$ cat config.mk
export PLATFORM = sky130hd
export DESIGN_NAME = lphs_lane_sequencer
export DESIGN_NICKNAME = d
export VERILOG_FILES = /design/src/rtl/lphs_pkg.sv /design/src/rtl/lphs_phase_timer.sv /design/src/rtl/lphs_timing_shadow.sv /design/src/rtl/lphs_min_check.sv /design/src/rtl/lphs_lane_sequencer.sv
export SDC_FILE = /design/constraint.sdc
export NUM_CORES = 1
export LEC_CHECK = 0
export BUFFER_PORTS_ARGS = -buffer_cell sky130_fd_sc_hd__buf_2
export CAP_MARGIN = 25
export CORE_ASPECT_RATIO = 2
export CORE_MARGIN = 3
export CORE_UTILIZATION = 55
export CTS_CLUSTER_DIAMETER = 100
export DETAILED_ROUTE_END_ITERATION = 8
export GPL_TIMING_DRIVEN = 0
export HOLD_SLACK_MARGIN = 0.1
export PLACE_DENSITY = 0.73
export SETUP_SLACK_MARGIN = 0.5
export SLEW_MARGIN = 20
export SYNTH_ARGS = -nofsm -noshare
export SYNTH_HDL_FRONTEND = slang
export SYNTH_SLANG_ARGS = --single-unit
$ cat constraint.sdc
create_clock -name clk -period 14.4 [get_ports clk]
set_input_delay 2.16 -clock clk [delete_from_list [all_inputs] [get_ports clk]]
set_output_delay 2.16 -clock clk [all_outputs]
set_load 0.02 [all_outputs]
$ cat src/rtl/lphs_pkg.sv
package lphs_pkg;

   // Lane LP drive codes, {positive wire, negative wire}
   localparam logic [1:0] LP_STOP = 2'b11;
   localparam logic [1:0] LP_REQ  = 2'b01;
   localparam logic [1:0] LP_LOW  = 2'b00;

   // Positions of the timing counts inside the shadow array
   localparam int IX_CLK_PREP  = 0;
   localparam int IX_CLK_ZERO  = 1;
   localparam int IX_CLK_TRAIL = 2;
   localparam int IX_HS_PREP   = 3;
   localparam int IX_HS_ZERO   = 4;
   localparam int IX_HS_TRAIL  = 5;
   localparam int IX_HS_EXIT   = 6;
   localparam int NUM_TIMES    = 7;

   localparam int NUM_RULES    = 5;

   typedef enum logic [3:0] {
      PH_IDLE,
      PH_CK_REQ,
      PH_CK_PREP,
      PH_CK_ZERO,
      PH_DT_REQ,
      PH_DT_PREP,
      PH_DT_ZERO,
      PH_DT_SEND,
      PH_DT_TRAIL,
      PH_CK_TRAIL,
      PH_EXIT
   } phase_e;

endpackage

$ cat src/rtl/lphs_phase_timer.sv
module lphs_phase_timer #(
   parameter int CW = 8
) (
   input  logic          clk,
   input  logic          rst_n,
   input  logic          load,
   input  logic [CW-1:0] len,
   output logic          expired
);

   logic [CW-1:0] remain_q;
   logic [CW-1:0] first_val;

   // a zero length still occupies one cycle
   always_comb begin
      if (len == '0) first_val = '0;
      else           first_val = len - CW'(1);
   end

   always_ff @(posedge clk or negedge rst_n) begin
      if (!rst_n)               remain_q <= '0;
      else if (load)            remain_q <= first_val;
      else if (remain_q != '0)  remain_q <= remain_q - CW'(1);
   end

   assign expired = (remain_q == '0);

endmodule

$ cat src/rtl/lphs_timing_shadow.sv
module lphs_timing_shadow #(
   parameter int CW = 8,
   parameter int NT = 7
) (
   input  logic                  clk,
   input  logic                  rst_n,
   input  logic                  capture,
   input  logic [NT-1:0][CW-1:0] live,
   output logic [NT-1:0][CW-1:0] held
);

   for (genvar g = 0; g < NT; g++) begin : g_field
      always_ff @(posedge clk or negedge rst_n) begin
         if (!rst_n)        held[g] <= '0;
         else if (capture)  held[g] <= live[g];
      end
   end

endmodule

$ cat src/rtl/lphs_min_check.sv
module lphs_min_check #(
   parameter int CW                = 8,
   parameter int BYTE_PS           = 18519,
   parameter int MIN_CLK_PREP_PS   = 38000,
   parameter int MIN_CLK_PZ_PS     = 300000,
   parameter int MIN_CLK_TRAIL_PS  = 60000,
   parameter int MIN_HS_PZ_PS      = 168200,
   parameter int MIN_HS_EXIT_PS    = 100000,
   parameter bit REG_FLAGS         = 1'b0
) (
   input  logic                            clk,
   input  logic                            rst_n,
   input  logic [CW-1:0]                   c_clk_prep,
   input  logic [CW-1:0]                   c_clk_zero,
   input  logic [CW-1:0]                   c_clk_trail,
   input  logic [CW-1:0]                   c_hs_prep,
   input  logic [CW-1:0]                   c_hs_zero,
   input  logic [CW-1:0]                   c_hs_exit,
   output logic [lphs_pkg::NUM_RULES-1:0]  viol
);

   localparam int NR = lphs_pkg::NUM_RULES;
   localparam int SW = CW + 1;
   localparam int PW = SW + 32;
   localparam logic [PW-1:0] PERIOD = PW'(BYTE_PS);

   // operand slots: 0 clk prep, 1 clk zero, 2 clk trail, 3 hs prep, 4 hs zero, 5 exit
   logic [5:0][CW-1:0] slot;
   logic [5:0][SW-1:0] eff;
   logic [NR-1:0]      short_now;

   assign slot = {c_hs_exit, c_hs_zero, c_hs_prep, c_clk_trail, c_clk_zero, c_clk_prep};

   for (genvar s = 0; s < 6; s++) begin : g_eff
      assign eff[s] = (slot[s] == '0) ? SW'(1) : SW'(slot[s]);
   end

   for (genvar r = 0; r < NR; r++) begin : g_rule
      localparam int  OPA   = (r == 0) ? 0 : (r == 1) ? 0 : (r == 2) ? 2 : (r == 3) ? 3 : 5;
      localparam int  OPB   = (r == 1) ? 1 : 4;
      localparam bit  PAIR  = (r == 1) || (r == 3);
      localparam int  LIMIT = (r == 0) ? MIN_CLK_PREP_PS :
                              (r == 1) ? MIN_CLK_PZ_PS :
                              (r == 2) ? MIN_CLK_TRAIL_PS :
                              (r == 3) ? MIN_HS_PZ_PS : MIN_HS_EXIT_PS;
      localparam logic [PW-1:0] LIMIT_V = PW'(LIMIT);

      logic [SW-1:0] total;
      logic [PW-1:0] span_ps;

      if (PAIR) begin : g_pair
         assign total = eff[OPA] + eff[OPB];
      end else begin : g_single
         assign total = eff[OPA];
      end

      assign span_ps      = PW'(total) * PERIOD;
      assign short_now[r] = (span_ps < LIMIT_V);
   end

   if (REG_FLAGS) begin : g_flop
      always_ff @(posedge clk or negedge rst_n) begin
         if (!rst_n) viol <= '0;
         else        viol <= short_now;
      end
   end else begin : g_comb
      logic unused_clk;
      assign unused_clk = clk ^ rst_n;
      assign viol = short_now;
   end

endmodule

$ cat src/rtl/lphs_lane_sequencer.sv
module lphs_lane_sequencer #(
   parameter int CW                = 8,
   parameter int LPX_CYC           = 2,
   parameter int BYTE_PS           = 18519,
   parameter int MIN_CLK_PREP_PS   = 38000,
   parameter int MIN_CLK_PZ_PS     = 300000,
   parameter int MIN_CLK_TRAIL_PS  = 60000,
   parameter int MIN_HS_PZ_PS      = 168200,
   parameter int MIN_HS_EXIT_PS    = 100000,
   parameter bit REG_FLAGS         = 1'b0
) (
   input  logic          clk,
   input  logic          rst_n,
   input  logic          burst_req,
   input  logic          last_byte,
   input  logic [CW-1:0] cfg_clk_prep,
   input  logic [CW-1:0] cfg_clk_zero,
   input  logic [CW-1:0] cfg_clk_trail,
   input  logic [CW-1:0] cfg_hs_prep,
   input  logic [CW-1:0] cfg_hs_zero,
   input  logic [CW-1:0] cfg_hs_trail,
   input  logic [CW-1:0] cfg_hs_exit,
   output logic [1:0]    clk_lp,
   output logic          clk_hs_en,
   output logic [1:0]    dat_lp,
   output logic          dat_hs_en,
   output logic          tx_ready,
   output logic          busy,
   output logic [4:0]    viol,
   output logic          timing_ok
);

   import lphs_pkg::*;

   localparam int NT = NUM_TIMES;
   localparam logic [CW-1:0] LPX_LEN = CW'(LPX_CYC);

   // elaboration-time parameter checks
   if (CW < 2 || CW > 16) begin : g_bad_cw
      $error("lphs_lane_sequencer: CW must lie in 2..16");
   end
   if (LPX_CYC < 1 || LPX_CYC >= (1 << CW)) begin : g_bad_lpx
      $error("lphs_lane_sequencer: LPX_CYC must fit in CW bits and be at least 1");
   end
   if (BYTE_PS <= 0) begin : g_bad_period
      $error("lphs_lane_sequencer: BYTE_PS must be positive");
   end
   if (NUM_RULES != 5) begin : g_bad_rules
      $error("lphs_lane_sequencer: flag width does not match rule count");
   end

   logic [NT-1:0][CW-1:0] live_t;
   logic [NT-1:0][CW-1:0] held_t;
   phase_e                ph_q, ph_d;
   logic                  tmr_load;
   logic [CW-1:0]         tmr_len;
   logic                  tmr_done;
   logic                  take_req;

   always_comb begin
      live_t               = '0;
      live_t[IX_CLK_PREP]  = cfg_clk_prep;
      live_t[IX_CLK_ZERO]  = cfg_clk_zero;
      live_t[IX_CLK_TRAIL] = cfg_clk_trail;
      live_t[IX_HS_PREP]   = cfg_hs_prep;
      live_t[IX_HS_ZERO]   = cfg_hs_zero;
      live_t[IX_HS_TRAIL]  = cfg_hs_trail;
      live_t[IX_HS_EXIT]   = cfg_hs_exit;
   end

   assign take_req = (ph_q == PH_IDLE) && burst_req;

   lphs_timing_shadow #(.CW(CW), .NT(NT)) i_shadow (
      .clk     (clk),
      .rst_n   (rst_n),
      .capture (take_req),
      .live    (live_t),
      .held    (held_t)
   );

   lphs_phase_timer #(.CW(CW)) i_timer (
      .clk     (clk),
      .rst_n   (rst_n),
      .load    (tmr_load),
      .len     (tmr_len),
      .expired (tmr_done)
   );

   lphs_min_check #(
      .CW               (CW),
      .BYTE_PS          (BYTE_PS),
      .MIN_CLK_PREP_PS  (MIN_CLK_PREP_PS),
      .MIN_CLK_PZ_PS    (MIN_CLK_PZ_PS),
      .MIN_CLK_TRAIL_PS (MIN_CLK_TRAIL_PS),
      .MIN_HS_PZ_PS     (MIN_HS_PZ_PS),
      .MIN_HS_EXIT_PS   (MIN_HS_EXIT_PS),
      .REG_FLAGS        (REG_FLAGS)
   ) i_minchk (
      .clk         (clk),
      .rst_n       (rst_n),
      .c_clk_prep  (cfg_clk_prep),
      .c_clk_zero  (cfg_clk_zero),
      .c_clk_trail (cfg_clk_trail),
      .c_hs_prep   (cfg_hs_prep),
      .c_hs_zero   (cfg_hs_zero),
      .c_hs_exit   (cfg_hs_exit),
      .viol        (viol)
   );

   assign timing_ok = (viol == '0);

   // phase walk: each timed phase loads the timer with the next phase length
   always_comb begin
      ph_d     = ph_q;
      tmr_load = 1'b0;
      tmr_len  = '0;
      unique case (ph_q)
         PH_IDLE: begin
            if (burst_req) begin
               ph_d     = PH_CK_REQ;
               tmr_load = 1'b1;
               tmr_len  = LPX_LEN;
            end
         end
         PH_CK_REQ: if (tmr_done) begin
            ph_d     = PH_CK_PREP;
            tmr_load = 1'b1;
            tmr_len  = held_t[IX_CLK_PREP];
         end
         PH_CK_PREP: if (tmr_done) begin
            ph_d     = PH_CK_ZERO;
            tmr_load = 1'b1;
            tmr_len  = held_t[IX_CLK_ZERO];
         end
         PH_CK_ZERO: if (tmr_done) begin
            ph_d     = PH_DT_REQ;
            tmr_load = 1'b1;
            tmr_len  = LPX_LEN;
         end
         PH_DT_REQ: if (tmr_done) begin
            ph_d     = PH_DT_PREP;
            tmr_load = 1'b1;
            tmr_len  = held_t[IX_HS_PREP];
         end
         PH_DT_PREP: if (tmr_done) begin
            ph_d     = PH_DT_ZERO;
            tmr_load = 1'b1;
            tmr_len  = held_t[IX_HS_ZERO];
         end
         PH_DT_ZERO: if (tmr_done) begin
            ph_d = PH_DT_SEND;
         end
         PH_DT_SEND: if (last_byte) begin
            ph_d     = PH_DT_TRAIL;
            tmr_load = 1'b1;
            tmr_len  = held_t[IX_HS_TRAIL];
         end
         PH_DT_TRAIL: if (tmr_done) begin
            ph_d     = PH_CK_TRAIL;
            tmr_load = 1'b1;
            tmr_len  = held_t[IX_CLK_TRAIL];
         end
         PH_CK_TRAIL: if (tmr_done) begin
            ph_d     = PH_EXIT;
            tmr_load = 1'b1;
            tmr_len  = held_t[IX_HS_EXIT];
         end
         PH_EXIT: if (tmr_done) begin
            ph_d = PH_IDLE;
         end
         default: ph_d = PH_IDLE;
      endcase
   end

   always_ff @(posedge clk or negedge rst_n) begin
      if (!rst_n) ph_q <= PH_IDLE;
      else        ph_q <= ph_d;
   end

   // lane drive decode from the registered phase
   always_comb begin
      clk_lp    = LP_STOP;
      clk_hs_en = 1'b0;
      dat_lp    = LP_STOP;
      dat_hs_en = 1'b0;
      tx_ready  = 1'b0;
      busy      = (ph_q != PH_IDLE);
      unique case (ph_q)
         PH_IDLE, PH_EXIT: ;
         PH_CK_REQ:  clk_lp = LP_REQ;
         PH_CK_PREP: clk_lp = LP_LOW;
         PH_CK_ZERO, PH_CK_TRAIL: begin
            clk_lp    = LP_LOW;
            clk_hs_en = 1'b1;
         end
         PH_DT_REQ: begin
            clk_lp    = LP_LOW;
            clk_hs_en = 1'b1;
            dat_lp    = LP_REQ;
         end
         PH_DT_PREP: begin
            clk_lp    = LP_LOW;
            clk_hs_en = 1'b1;
            dat_lp    = LP_LOW;
         end
         PH_DT_ZERO, PH_DT_TRAIL: begin
            clk_lp    = LP_LOW;
            clk_hs_en = 1'b1;
            dat_lp    = LP_LOW;
            dat_hs_en = 1'b1;
         end
         PH_DT_SEND: begin
            clk_lp    = LP_LOW;
            clk_hs_en = 1'b1;
            dat_lp    = LP_LOW;
            dat_hs_en = 1'b1;
            tx_ready  = 1'b1;
         end
         default: ;
      endcase
   end

endmodule

==> metrics.md <==
| Metric | Value |
|---|---|
| CTS sink count | between 60 and 70 |
| Worst EP arrival | between 10 and 15 ns |
| Post-CTS setup buffer count | 0 |
| I/O Pins | between 70 and 80 |
| Tcrit/Tclk final | between 90% and 100% |
| CP max-delay cell | nor4b_1 |
| Antenna viol nets, final | 0 |
| Kind of cell adding the most delay to the critical path | adder cells |
| Die area | ~28000 um2 |
| Routed wire length | roughly 35000 um |
| Pleak | a little under 0.008 uW |
| CTS Hold Buffers Added | 0 |
| CTS buffer count | 9 |
| Total GRT Usage | about a quarter |
| Root buffer selected by CTS | clkbuf_16 |
| Port buffer count | between 70 and 80 |
| Total grt overflow | 0 |
| Final Net Count | ~2200 |
| Syn Inst Count | 1641 |
| DRT iter0 DRCs | around 580 |
| Startpoint Class | primary input |
| Core area | 25200 um2 |
| Initial Utilization | roughly 56% |
| Cell Rows | slightly above 80 |
| Fin. Hold Viols | 0 |
| Initial antenna violation count | 0 |
| TritonCTS clock tree | done |
| Avg Synthesized Cell Area | roughly 8.6 um2 |
| Vias in the first global route | 12700 |
| Hold WS | 0.480 ns |
| Worst IR Drop VDD | between 0.2 and 0.3 mV |
| Drt drc | 0 |
| Skew-Pair Late Insertion Delay | roughly 0.34 ns |
| Number of synthesized flops with an enable pin | 0 |
| Final setup viols | 0 |
| Vias | about 12000 |
| Peak Freq | around 0.077 GHz |
| Slew Viols, Final | 0 |
| Largest net degree at the start of global routing | 60 |
| N_diodes | 0 |
| Area Growth Syn to Fin | 7.95% |
| Power Dens Cells | 215 nW/um2 |
| Mapped Area | about 14000 um2 |
| Vias per cell | between 5 and 6 |
| First-pass DRT Iterations | 5 |
| Slew @ Worst Pin | ~1 ns |
| CP Data Required Time | 12.24 ns |
| Netlist cell types | between 70 and 80 |
| Worst setup EP type | primary output |
| Post_cts resized | 0 |
| Crit path largest cell delay | 0.77 ns |
| Clk slew on worst S/H paths | 0.06 ns |
| Vert. Die Dim | ~230 um |
| FF+latch count, synth | 68 |
| GPL Wtd Cong | around 0.93 |
| Final worst path period need | 13.05 ns |
| Hold crit path type | reg -> reg |
| Relative slew slack | between 30 and 40% |
| Global-route wire length before repair | between 50000 and 60000 um |
| Die W | 120 um |
| YS warnings | 0 |
| Reg2Reg Setup Slack | 10.38 ns |
| Syn_nets | between 2000 and 2500 |
| Worst Path Max Fanout | 8 |
| Ys async rst share | between 90% and 100% |
| Buf/Inv on CP | 10 |
| Clk_skew | around 0.010 ns |
| Register area share after synthesis | 12.0% |
| TNS Setup | 0 ns |
| Setup CP Type | in -> out |
| Status | complete, no violations |
| Fraction of layout cells with a size suffix above 1 | about 8.5% |
| Drt wl/cell | between 15 and 20 um |
| CTS Buffer Depth | 2 |
| H-tree lvl count | 3 |
| Most frequent cell on the critical path | inv_1 |
| Unrepaired setup endpoints after global routing | no |
| Placed wire-length estimate | between 30000 and 40000 um |
| Max cap viols | 0 |
| Top FF cell, synth | dfrtp_1 |
| Fillers | 2302 |
## registers in the layout (all words and copies together) (netlist names)
register,cells
ph_q,4
i_timer.remain_q,8
i_shadow.held,56
## through the flow
step	worst slack (ns)	instance area [um2]	utilization, %	power, uW	cells
after global routing	0.778	15300	60.6	3710	2068
after detailed placement	1.37	15000	59.4	3050	2051
after floorplan	2.57	14200	-	2450	1641
after global placement	1.48	15000	59.3	2970	2050
final	1.35	15300	60.6	3290	2068
after CTS	1.34	15300	60.6	3300	2067
## Yosys cell counts, types with 10 or more instances
library cell	number	area [um2]
a211oi_1	12	90.1
a21o_1	35	263
a21oi_1	86	430
a31oi_1	20	125
and2_1	27	169
and3_1	11	68.8
clkbuf_1	55	206
dfrtp_1	68	1700
fa_1	95	1900
ha_1	299	3740
inv_1	240	901
mux2_2	45	507
mux2i_1	24	240
nand2_1	79	297
nand3_1	30	150
nand4_1	16	100
nor2_1	84	315
nor2b_1	12	75.1
nor3_1	39	195
nor4_1	10	62.6
o211ai_1	11	82.6
o21a_1	15	113
o21ai_0	60	300
o21ai_1	20	100
o22ai_1	18	113
xnor2_1	40	350
xor2_1	39	342
## worst register-to-register path: cells and delay by family (launching register included)
family	cells	cell delay, ns
muxes	1	0.26
AOI/OAI and AO/OA	4	1.27
adders and majority gates	1	0.17
DFF	1	0.45
and+or+nand+nor	4	0.81
buffers and inverters	4	0.95
## cells in the final DEF, fill, tap and decap left out, drive strengths merged, types with 20 or more instances in the layout
cell type / synthesis / routed
a21o: 35 / 35
a21oi: 86 / 86
a31oi: 20 / 20
and2: 28 / 28
buf: 5 / 79
clkbuf: 55 / 65
dfrtp: 68 / 68
fa: 95 / 95
ha: 299 / 299
inv: 240 / 244
mux2: 46 / 46
mux2i: 24 / 24
nand2: 79 / 79
nand3: 30 / 30
nor2: 84 / 84
nor3: 39 / 39
o21ai: 80 / 80
xnor2: 40 / 40
xor2: 39 / 39
## final cells by class
cell class	instances	area (um2)	share of cell area (%)
clock buffer	9	225	1.47
sequential	68	1700	11.1
buffer	60	230	1.50
multi-input combinational	1273	11300	74.1
tap	336	420	2.75
timing repair buffer	75	400	2.62
clock inverter	7	81.3	0.532
inverter	240	901	5.89
## path summary, 6_finish.rpt
check                      cells past startpoint         startpoint                  end
max                                           36    cfg_clk_prep[2]            timing_ok
min reg2reg                                    2  i_shadow.held[23]    i_shadow.held[23]
max in group asynchronous                      2              rst_n    i_shadow.held[38]
max reg2reg                                   14            ph_q[0]  i_timer.remain_q[2]
min in group asynchronous                      1              rst_n  i_timer.remain_q[4]
min                                            2  i_shadow.held[23]    i_shadow.held[23]
## metal layers
layer / GRT usage, % / vias to the layer above / routed length, um
li1: - / 5935 / -
met1: 24.9 / 5850 / 12200
met2: 52.8 / 248 / 20300
met3: 1.80 / 95 / 887
met4: 12.3 / 0 / 1740
met5: 0 / - / 0
## power breakdown
group          total [uW]  switching [uW]  leakage (uW)  internal [uW]
Sequential            348            65.6      0.000840            282
Clock                 228            91.6      0.000147            137
Combinational        2710            1570       0.00694           1140
## cells by family (layout without fill, tap and decap cells)
group	count (synthesis)	after routing	synth area share, %
adder cells (fa/ha/maj)	394	394	39.8
multiplexers	70	70	5.35
AO/OA/AOI/OAI	370	370	17.2
buffers and inverters	300	391	7.98
flip-flops	68	68	12.0
AND/OR/NAND/NOR	360	360	12.8
XOR/XNOR	79	79	4.88
No activity file was read; power rests on OpenSTA's default activity.
